$ cat config.mk
export PLATFORM = sky130hd
export DESIGN_NAME = oneshot_pulse
export DESIGN_NICKNAME = d
export VERILOG_FILES = /design/src/rtl/oneshot_pkg.sv /design/src/rtl/os_sync.sv /design/src/rtl/os_trig_detect.sv /design/src/rtl/os_timer.sv /design/src/rtl/oneshot_pulse.sv
export SDC_FILE = /design/constraint.sdc
export NUM_CORES = 1
export LEC_CHECK = 0
export ABC_AREA = 1
export BUFFER_PORTS_ARGS = -buffer_cell sky130_fd_sc_hd__buf_2
export CAP_MARGIN = 20
export CORE_MARGIN = 2
export CORE_UTILIZATION = 35
export CTS_CLUSTER_DIAMETER = 30
export DETAILED_ROUTE_END_ITERATION = 10
export PLACE_DENSITY = 0.58
export SYNTH_ARGS = -nofsm -noshare
export SYNTH_HDL_FRONTEND = slang
export SYNTH_SLANG_ARGS = --single-unit
$ cat constraint.sdc
create_clock -name clk -period 3.5 [get_ports clk]
set_input_delay 0.175 -clock clk [delete_from_list [all_inputs] [get_ports clk]]
set_output_delay 0.175 -clock clk [all_outputs]
set_load 0.03 [all_outputs]
$ cat src/rtl/oneshot_pkg.sv
// Shared types for the one-shot pulse generator.
package oneshot_pkg;

    // Timing-engine phases.
    typedef enum logic [1:0] {
        OS_IDLE    = 2'd0,
        OS_INIT    = 2'd1,
        OS_RUN     = 2'd2,
        OS_RECOVER = 2'd3
    } os_state_e;

endpackage

$ cat src/rtl/os_sync.sv
// Multi-flop synchronizer for a vector of asynchronous inputs.
// Assumes: each bit is independent; RST_VAL gives the idle level per bit.
module os_sync #(
    parameter int                 WIDTH   = 3,
    parameter int                 STAGES  = 2,
    parameter logic [WIDTH-1:0]   RST_VAL = '0
) (
    input  logic             clk,
    input  logic             rst_n,
    input  logic [WIDTH-1:0] d_i,
    output logic [WIDTH-1:0] q_o
);

    logic [WIDTH-1:0] stg_q [STAGES];

    // Shift the raw inputs through the flop chain.
    always_ff @(posedge clk) begin
        if (!rst_n) begin
            for (int i = 0; i < STAGES; i++) stg_q[i] <= RST_VAL;
        end else begin
            stg_q[0] <= d_i;
            for (int i = 1; i < STAGES; i++) stg_q[i] <= stg_q[i-1];
        end
    end

    assign q_o = stg_q[STAGES-1];

endmodule

$ cat src/rtl/os_trig_detect.sv
// Edge detector with cross-qualification of the two trigger inputs.
// Assumes: inputs are already synchronized to clk.
module os_trig_detect (
    input  logic clk,
    input  logic rst_n,
    input  logic rise_s_i,
    input  logic fall_s_i,
    input  logic clr_s_i,
    output logic trig_o
);

    logic rise_p_q;
    logic fall_p_q;
    logic rise_edge;
    logic fall_edge;

    // Keep the previous sampled level of each trigger input.
    always_ff @(posedge clk) begin
        if (!rst_n) begin
            rise_p_q <= 1'b0;
            fall_p_q <= 1'b1;
        end else begin
            rise_p_q <= rise_s_i;
            fall_p_q <= fall_s_i;
        end
    end

    // Decode the edges and apply the qualifying levels.
    always_comb begin
        rise_edge = rise_s_i & ~rise_p_q;
        fall_edge = fall_p_q & ~fall_s_i;
        trig_o    = clr_s_i & ((rise_edge & fall_s_i) | (fall_edge & ~rise_s_i));
    end

    AST_EDGE_NEEDED: assert property (@(posedge clk) disable iff (!rst_n)
        trig_o |-> (rise_s_i != $past(rise_s_i)) || (fall_s_i != $past(fall_s_i)));

endmodule

$ cat src/rtl/os_timer.sv
// Pulse timing engine: init phase, timed run, and post-clear recovery.
// Assumes: trig_i is a single-cycle qualified strobe; clr_s_i is synchronized.
module os_timer
    import oneshot_pkg::*;
#(
    parameter int PULSE_CYCLES   = 8,
    parameter int RECOVER_CYCLES = 4
) (
    input  logic clk,
    input  logic rst_n,
    input  logic trig_i,
    input  logic clr_s_i,
    output logic q_o
);

    localparam int CNT_MAX = (PULSE_CYCLES > RECOVER_CYCLES) ? PULSE_CYCLES : RECOVER_CYCLES;
    localparam int CNT_W   = $clog2(CNT_MAX + 1);
    localparam logic [CNT_W-1:0] PULSE_LOAD = CNT_W'(PULSE_CYCLES - 1);
    localparam logic [CNT_W-1:0] REC_LOAD   = CNT_W'(RECOVER_CYCLES);

    os_state_e        state_q;
    logic [CNT_W-1:0] cnt_q;

    // Advance the phase machine and its shared down-counter.
    always_ff @(posedge clk) begin
        if (!rst_n) begin
            state_q <= OS_IDLE;
            cnt_q   <= '0;
        end else if (!clr_s_i) begin
            state_q <= OS_RECOVER;
            cnt_q   <= REC_LOAD;
        end else begin
            unique case (state_q)
                OS_RECOVER: begin
                    if (cnt_q <= CNT_W'(1)) begin
                        state_q <= OS_IDLE;
                        cnt_q   <= '0;
                    end else begin
                        cnt_q <= cnt_q - 1'b1;
                    end
                end
                default: begin
                    if (trig_i) begin
                        state_q <= OS_INIT;
                        cnt_q   <= PULSE_LOAD;
                    end else if (state_q != OS_IDLE) begin
                        if (cnt_q == '0) begin
                            state_q <= OS_IDLE;
                        end else begin
                            state_q <= OS_RUN;
                            cnt_q   <= cnt_q - 1'b1;
                        end
                    end
                end
            endcase
        end
    end

    // Output is high through the init and run phases.
    assign q_o = (state_q == OS_INIT) || (state_q == OS_RUN);

    AST_CLEAR_DROPS_Q: assert property (@(posedge clk) disable iff (!rst_n)
        !clr_s_i |=> !q_o);
    AST_TRIG_SETS_Q: assert property (@(posedge clk) disable iff (!rst_n)
        (trig_i && clr_s_i && state_q != OS_RECOVER) |=> q_o);
    AST_RECOVER_NO_START: assert property (@(posedge clk) disable iff (!rst_n)
        (state_q == OS_RECOVER) |=> (state_q != OS_INIT));
    AST_PULSE_ENDS: assert property (@(posedge clk) disable iff (!rst_n)
        (state_q == OS_RUN && cnt_q == '0 && !trig_i && clr_s_i) |=> !q_o);
    AST_CNT_RANGE: assert property (@(posedge clk) disable iff (!rst_n)
        cnt_q <= CNT_W'(CNT_MAX));

endmodule

$ cat src/rtl/oneshot_pulse.sv
// Retriggerable one-shot: synchronizes inputs, qualifies edges, times pulse.
// Assumes: PULSE_CYCLES >= 1, RECOVER_CYCLES >= 1, SYNC_STAGES >= 1.
module oneshot_pulse #(
    parameter int PULSE_CYCLES   = 8,
    parameter int RECOVER_CYCLES = 4,
    parameter int SYNC_STAGES    = 2
) (
    input  logic clk,
    input  logic rst_n,
    input  logic trig_rise_i,
    input  logic trig_fall_i,
    input  logic clr_n_i,
    output logic q_o,
    output logic qn_o
);

    localparam int IN_W = 3;

    logic [IN_W-1:0] raw_in;
    logic [IN_W-1:0] sync_in;
    logic            trig;
    logic            q_int;

    assign raw_in = {clr_n_i, trig_fall_i, trig_rise_i};

    os_sync #(
        .WIDTH   (IN_W),
        .STAGES  (SYNC_STAGES),
        .RST_VAL (3'b110)
    ) sync_i (
        .clk   (clk),
        .rst_n (rst_n),
        .d_i   (raw_in),
        .q_o   (sync_in)
    );

    os_trig_detect detect_i (
        .clk      (clk),
        .rst_n    (rst_n),
        .rise_s_i (sync_in[0]),
        .fall_s_i (sync_in[1]),
        .clr_s_i  (sync_in[2]),
        .trig_o   (trig)
    );

    os_timer #(
        .PULSE_CYCLES   (PULSE_CYCLES),
        .RECOVER_CYCLES (RECOVER_CYCLES)
    ) timer_i (
        .clk     (clk),
        .rst_n   (rst_n),
        .trig_i  (trig),
        .clr_s_i (sync_in[2]),
        .q_o     (q_int)
    );

    // Drive both polarities from the single timed level.
    assign q_o  = q_int;
    assign qn_o = ~q_int;

endmodule

**Word-level counts from Yosys, hierarchy flattened**

Memory sizes are Yosys's and may differ from the RTL's.
Cells that the tools add are included.

- Add/subtract/negate cells: 1
- Magnitude comparators: 1
- Equal/unequal tests: 7
- Muxes and demuxes: 16
- Bitwise logic cells: 12
- Reductions and logical operators: 8

Operator list:

| cell | number |
|---|---|
| two-way mux 4 bit | 5 |
| two-way mux 2 bit | 6 |
| two-way mux 3 bit | 3 |
| AND reduction 2 bit | 4 |
| bitwise AND 1 bit | 5 |
| equality test 2 bit, second input constant | 2 |
| less-or-equal comparator 4 x 1 -> 1 bit, second input constant | 1 |
| zero test 4 bit | 1 |
| != test 4 x 1 -> 1 bit, second input constant | 1 |
| != test 4 bit, second input constant | 1 |
| NOT 1 bit | 4 |
| subtractor 4 x 1 -> 4 bit, second input constant | 1 |
| != test 3 x 2 -> 1 bit, second input constant | 1 |
| != test 3 bit, second input constant | 1 |
| OR 1 bit | 3 |
| nonzero test 3 bit | 1 |
| equality test 2 x 1 -> 1 bit, second input constant | 1 |
| two-way mux 1 bit | 2 |
| nonzero test 2 bit | 1 |
| logical OR 1 bit | 1 |

- Flip-flop bits (word level): 8
- RAM bits: 6
- Output and inout port bits: 2
- Word-level logic and storage cells: 51
- Memories: 1

Memory list:

| name | words | width | read ports | clocked after Yosys merged registers in | wr ports | line | RTL |
|---|---|---|---|---|---|---|---|
| sync_i.stg_q | 2 | 3 | 2 | 0 | 2 | os_sync.sv:14 | `logic [WIDTH-1:0] stg_q [STAGES];` |

**Longest topological paths before layout**

Gate-level depths: netlist of the first run.
An unclocked memory read counts as a cell.

- Word-level depth: 9
- Gate-level depth with buffers: 11
- Depth with buffers taken out: 11

**Cells and area by module**

Synthesis of the first run repeated with hierarchy kept, for this count alone.

- Cell total of the unflattened synthesis: 109
- Area total of the unflattened synthesis: 745.7 um2

Modules (own cells, without submodules):

| module | instances | cells each | area each (um2) | sequential area each (um2) |
|---|---|---|---|---|
| os_timer | 1 | 74 | 470.5 | 120.1 |
| os_sync | 1 | 21 | 187.7 | 120.1 |
| os_trig_detect | 1 | 13 | 83.8 | 40.0 |
| oneshot_pulse | 1 | 1 | 3.8 | 0.0 |

**Worst setup path before layout of the first run**

No wires, ideal clock.

- Kind: flip-flop to output port
- Start point: register timer_i.state_q[0]
- End point: output qn_o
- Arrival time: 1.039 ns
- Data required time: 3.325 ns
- Path slack: 2.286 ns
- Stages on the path, launching flop included: 4
- Cell sequence: dfxtp_1 -> inv_1 -> ha_1 -> inv_1

- Word-level cells in the longest chain between the ends: 3

RTL lines:

| item | line | RTL |
|---|---|---|
| start: declaration | os_timer.sv:21 | `os_state_e state_q;` |
| start signal: assignment | os_timer.sv:27 | `state_q <= OS_IDLE;` |
| start signal: assignment | os_timer.sv:30 | `state_q <= OS_RECOVER;` |
| start signal: assignment | os_timer.sv:36 | `state_q <= OS_IDLE;` |
| equality test 2 x 1 -> 1 bit / equality test 2 bit (equally long branches) | os_timer.sv:60 | `assign q_o = (state_q == OS_INIT) \|\| (state_q == OS_RUN);` |
| logical OR 1 bit (*) | os_timer.sv:60 |  |
| net q_o | oneshot_pulse.sv:13 | `output logic q_o,` |
| NOT 1 bit (*) | oneshot_pulse.sv:59 | `assign qn_o = ~q_int;` |
| end: declaration | oneshot_pulse.sv:14 | `output logic qn_o` |

Mark *: on every way through the listed nets, which the timed path passes. The rest lies on a longest branch.

**Final worst setup path of the first run**

- Start point: register timer_i.state_q[0]
- End point: output qn_o

- Word-level cells in the longest chain between the ends: 3

RTL lines:

| item | line |
|---|---|
| equality test 2 x 1 -> 1 bit / equality test 2 bit (equally long branches) | os_timer.sv:60 |
| logical OR 1 bit (*) | os_timer.sv:60 |
| NOT 1 bit (*) | oneshot_pulse.sv:59 |

Every way passes the cells marked *; elsewhere a longest branch is shown, timed or not.

==> flow_summary.yaml, run 1 <==
placement:
  dp_hpwl_mm: 1.00
  port_buffers: 6
  gp_congestion: 0.823
  dpl_cell_area_um2: 850
grt:
  grt_pass1_wl_mm: 2.39
  antenna_found_initial: 0
  grt_pass1_vias: 608
  track_usage: 0.120
  grt_max_degree: 9
  overflow: 0
cts:
  insertion_delay_ns: 0.28
  cts_tree: "built"
  cts.htree.levels: 1
  holdBufCountCts: 0
  clock-sinks: 14
  cts_resized: 0
  clk_path_buf_depth: 2
  cts_setup_buffers: 0
  numCtsBuffers: 3
  clk_pin_slew_ns: 0.09
  clockRootBuffer: "clkbuf_4"
timing:
  setup_viol: 0
  slew_viol_final: 0
  post-route-period-util: 0.401
  fmax_mhz: 712
  hold_violations: 0
  final.setup.tns_ns: 0
  rsz0062_at_grt: "false"
  skew_ns: 0.00996
  worst_slew_pin_slew_ns: 0.350
  period_needed_ns: 1.40
  max-slew-margin-rel: 0.767
job:
  max_cap_violations: 0
logic_synthesis:
  synth_seq_cells: 14
  synth_top_area_share: 0.355
  synthAdderAreaFrac: 0.0792
  avgSynthCellArea_um2: 7.24
  yosys.area.top_type: "dfxtp_1"
  yosysUniqueCellTypes: 20
  synthesis.area_um2: 790
  synth_nets: 119
  syn_inst: 109
  synthXorXnorAreaFrac: 0
  synth.area.mux_share: 0
  yosysSeqAreaShare: 0.355
  ys_warn_count: 0
  post_synth_main_area_contributors: "dfxtp_1 35%, nand2_1 10%, ha_1 7.9%, inv_1 7.6%, nor2_1 6.7%"
  synth_top_family_by_area: "simple AND/OR/NAND/NOR gates"
  synth_compound_area_frac: 0.0428
  yosys.area_share.simple: 0.417
layout:
  final_common_cell: "nand2_1"
  num-fill-cells: 240
  antennaDiodeCount: 0
  area_growth_pct: 12.2
  most-common-layout-cells: "22 x nand2_1, 16 x inv_1, 14 x nor2_1, 14 x dfxtp_1, 6 x buf_2"
  fin_area_um2: 886
  layout-drive-gt1-share: 0.280
  nNetsFinal: 129
route:
  drt_iter0_drc: 17
  avgRoutedWirePerCell_um: 8.77
  viasPerCell: 4.37
  drc: 0
  antenna_left: 0
  vias: 638
  dr.pass1.iters: 4
  wirelength_mm: 1.28
hold_path:
  hold_path_class: "primary input to flip-flop"
  hold_start: "clr_n_i"
  hold_path_end: "sync_i.stg_q[0][2]"
  hold_path_depth: 2
power_and_ir_drop:
  clkPwrFrac: 0.198
  combinationalPowerShare: 0.448
  ir_drop_mv: 0.409
  leakage_nw: 0.467
  switching_power_uw: 237
  p_int_uw: 348
  seq_power_share: 0.354
  p_per_area_mw_per_mm2: 660
  swShare: 0.405
floorplanning:
  rows: 17
  die_h_um: 51.5
  dieArea_mm2: 0.00265
  start_util: 0.364
  io_pins: 7
  core_mm2: 0.00217
  die_w_um: 51.5
critical_path:
  cp_num_buf_inv: 3
  crit_chain: "inv_1, ha_1, inv_1, buf_2"
  cp.depth: 4
  crit_path_max_incr_delay_ns: 0.36
  cp_common_cell: "inv_1"
  critPathTopFamily: "flip-flops"
  reg2reg_from: "timer_i.cnt_q[0]"
  worstRegToRegCells: 10
  crit_fanout: 3
  slowest_stage: "dfxtp_1"
  startpoint_type: "flip-flop"
  critical_path_class: "flip-flop to output port"
  required_ns: 3.32
  rr_endpoint: "timer_i.state_q[1]"
  cp-end-kind: "output port"
  arrival_ns: 1.23
  rrSetupSlack_ns: 2.16
run_status:
  status: "finished clean"
[area by class of cell]
class	instances	area (µm²)	share of cell area
clock buffer	4	36.3	0.0410
timing repair buffer	6	30.0	0.0339
multi-input combinational	73	425	0.480
tap	28	35.0	0.0395
sequential	14	280	0.316
inverter	21	78.8	0.0890
[registers in the layout (all words and copies together), names as in the netlist]
name               count
detect_i.fall_p_q      1
detect_i.rise_p_q      1
sync_i.stg_q           6
timer_i.cnt_q          4
timer_i.state_q        2
[Yosys cell counts]
cell      instances
dfxtp_1          14
nand2_4           2
nand4_1           4
buf_2             1
nor2_2            1
clkinv_1          1
nor2_4            1
nand3b_1          1
inv_2             4
nand2_2           4
or2_2             5
nand2_1          22
ha_1              5
nor2_1           14
a21oi_1           2
nand3_2           5
a21oi_2           1
o21ai_1           3
nand3_1           3
inv_1            16
[per-layer routing]
layer  share of wire  wire (µm)  GRT usage  vias up
li1                -          -          -      350
met1            0.49        633      0.144      277
met2            0.46        584      0.205        9
met3           0.035         45     0.0172        2
met4           0.013         17     0.0658        0
met5               0          0          0        -
[metrics by stage]
step	power, mW	worst slack (ns)	hold WS (ns)	cells	util
floorplan	0.428	2.29	0.268	109	-
global placement	0.472	2.22	0.356	142	0.392
detailed placement	0.474	2.18	0.360	142	0.392
CTS	0.592	2.08	0.0664	146	0.408
global route	0.648	1.92	0.0738	146	0.408
finish	0.585	2.10	0.0716	146	0.408
[worst max path at each step]
| stage | startpoint | endpoint | slack, ns |
|---|---|---|---|
| global route | timer_i.cnt_q[0] | timer_i.cnt_q[3] | 1.92 |
| global placement | timer_i.cnt_q[0] | timer_i.cnt_q[3] | 2.22 |
| finish | timer_i.state_q[0] | qn_o | 2.10 |
| detailed placement | timer_i.cnt_q[0] | timer_i.state_q[1] | 2.18 |
| floorplan | timer_i.state_q[0] | qn_o | 2.29 |
| CTS | timer_i.state_q[0] | qn_o | 2.08 |
[kinds of logic after synthesis]
| family | Yosys count |
|---|---|
| simple gates | 62 |
| buf+inv | 22 |
| flops | 14 |
| compound gates | 6 |
| fa+ha+maj | 5 |
[power groups by stage]
stage | clock network (mW) | registers, mW | logic (mW)
final | 0.116 | 0.207 | 0.262
after global routing | 0.128 | 0.210 | 0.310
after CTS | 0.120 | 0.207 | 0.264
after detailed placement | 0 | 0.211 | 0.263
after global placement | 0 | 0.209 | 0.263
after floorplan | 0 | 0.204 | 0.224
No activity file was read; power rests on OpenSTA's default activity.
==> run 2, diff against run 1 <==
==> constraint.sdc (replaced) <==
create_clock -name clk -period 1.3 [get_ports clk]
set_input_delay 0.065 -clock clk [delete_from_list [all_inputs] [get_ports clk]]
set_output_delay 0.065 -clock clk [all_outputs]
set_load 0.03 [all_outputs]
==> run 2 against run 1 <==
Net effect:
- sequential power rose to 2.7 times the previous value
- largest power group unchanged
- die area unchanged
- clock power rose to 2.8 times the previous value
- hold slack worse by 0.0059 ns
- via count up 0.63%
==> flow_summary.yaml, run 2 (synthesis results as in run 1) <==
cts:
  clock-sinks: 14
  cts.htree.levels: 1
  numCtsBuffers: 3
  cts_tree: "built"
  clk_path_buf_depth: 2
  clockRootBuffer: "clkbuf_4"
  insertion_delay_ns: 0.29
  clk_pin_slew_ns: 0.10
  cts_setup_buffers: 0
grt:
  grt_pass1_vias: 646
  grt_pass1_wl_mm: 2.45
  antenna_found_initial: 0
  grt_max_degree: 9
  grtUsageMet1: 0.142
  grt_use_met3: 0.0172
  use_met2: 0.209
  busiest_layer: "met2"
  track_usage: 0.122
  overflow: 0
timing:
  slew_viol_final: 0
  rsz0062_at_grt: "true"
  post-route-period-util: 0.957
  setup_viol: 0
  worst_slew_pin_slew_ns: 0.344
  max-slew-margin-rel: 0.770
  final.setup.tns_ns: 0
  period_needed_ns: 1.24
  fmax_mhz: 804
  skew_ns: 0.0131
  hold_violations: 0
critical_path:
  crit_fanout: 3
  cp-end-kind: "output port"
  cp_common_cell: "inv_1"
  arrival_ns: 1.18
  startpoint_type: "flip-flop"
  rrSetupSlack_ns: 0.08
  crit_chain: "inv_1, ha_1, inv_1, buf_4"
  required_ns: 1.24
  cp_num_buf_inv: 3
  slowest_stage: "dfxtp_2"
  critical_path_class: "flip-flop to output port"
  crit_path_max_incr_delay_ns: 0.35
  critPathTopFamily: "flip-flops"
placement:
  port_buffers: 6
  gp_congestion: 0.827
  dp_hpwl_mm: 1.04
route:
  drt_iter0_drc: 3
  vias: 642
  drc: 0
  viasPerCell: 4.28
  antenna_left: 0
  dr.pass1.iters: 4
  wirelength_mm: 1.36
  avgRoutedWirePerCell_um: 9.07
job:
  max_cap_violations: 0
layout:
  largest_reg_flops: 6
  top_register: "sync_i.stg_q"
  final_common_cell: "nand2_1"
  most-common-layout-cells: "20 x nand2_1, 14 x nor2_1, 11 x inv_1, 11 x dfxtp_1, 8 x inv_2"
  reg_top3: "sync_i.stg_q x6, timer_i.cnt_q x4, timer_i.state_q x2"
  layout-drive-gt1-share: 0.377
  antennaDiodeCount: 0
  area_growth_pct: 23.9
  final_core_util: 0.451
  nNetsFinal: 133
power_and_ir_drop:
  p_per_area_mw_per_mm2: 1760
  leakage_nw: 0.489
  ir_drop_mv: 1.00
floorplanning:
  dieArea_mm2: 0.00265
  core_mm2: 0.00217
  io_pins: 7
  rows: 17
  die_w_um: 51.5
  die_h_um: 51.5
  start_util: 0.364
run_status:
  status: "finished clean"
hold_path:
  hold_path_class: "primary input to flip-flop"
run 2: worst reg2reg max path, delay by kind of cell, from the launching register on:
family	cells	cell delay, ns
and+or+nand+nor	7	0.46
DFF	1	0.35
buffers and inverters	3	0.22
adders and majority gates	1	0.15
run 2: layout make-up:
| type | count | area [µm²] |
|---|---|---|
| Sequential cell | 14 | 284 |
| Fill cell | 234 | 1190 |
| Clock buffer | 4 | 36.3 |
| Timing Repair Buffer | 10 | 73.8 |
| Tap cell | 28 | 35.0 |
| Multi-Input combinational cell | 73 | 468 |
| Inverter | 21 | 81.3 |
run 2: worst paths after layout:
kind,from,endpoint,depth (start not counted)
setup / recovery,timer_i.state_q[0],qn_o,4
hold / removal,rst_n,sync_i.stg_q[0][0],3
setup reg to reg,timer_i.cnt_q[0],timer_i.cnt_q[3],11
hold reg to reg,sync_i.stg_q[0][2],sync_i.stg_q[0][5],1
run 2: metrics by stage:
step / power (mW) / worst slack, ns / cells / hold WS, ns / instance area, µm²
CTS: 1.63 / 0.00117 / 150 / 0.0594 / 926
global route: 1.86 / -0.0232 / 150 / 0.0895 / 978
detailed placement: 1.29 / 0.0202 / 143 / 0.253 / 857
floorplan: 1.15 / 0.110 / 109 / 0.158 / 790
finish: 1.72 / 0.0561 / 150 / 0.0657 / 978
global placement: 1.28 / 0.0510 / 143 / 0.246 / 857
run 2: layer usage:
layer,part of all wire,vias to the layer above,routed length (µm)
met4,0.013,0,17
met5,0,-,0
met1,0.49,278,662
li1,-,357,-
met2,0.48,5,651
met3,0.021,2,28
run 2: what timing repair did:
action                     CTS  global route
gates resized for setup      2            17
pin swaps                    0             3
hold buffers                 3             0
hold endpoints to repair     3             0
setup endpoints to repair    3             8
run 2: report_power, final:
part / switching [mW] / internal, mW
sequential: 0.0674 / 0.499
combinational: 0.497 / 0.336
clock: 0.151 / 0.170
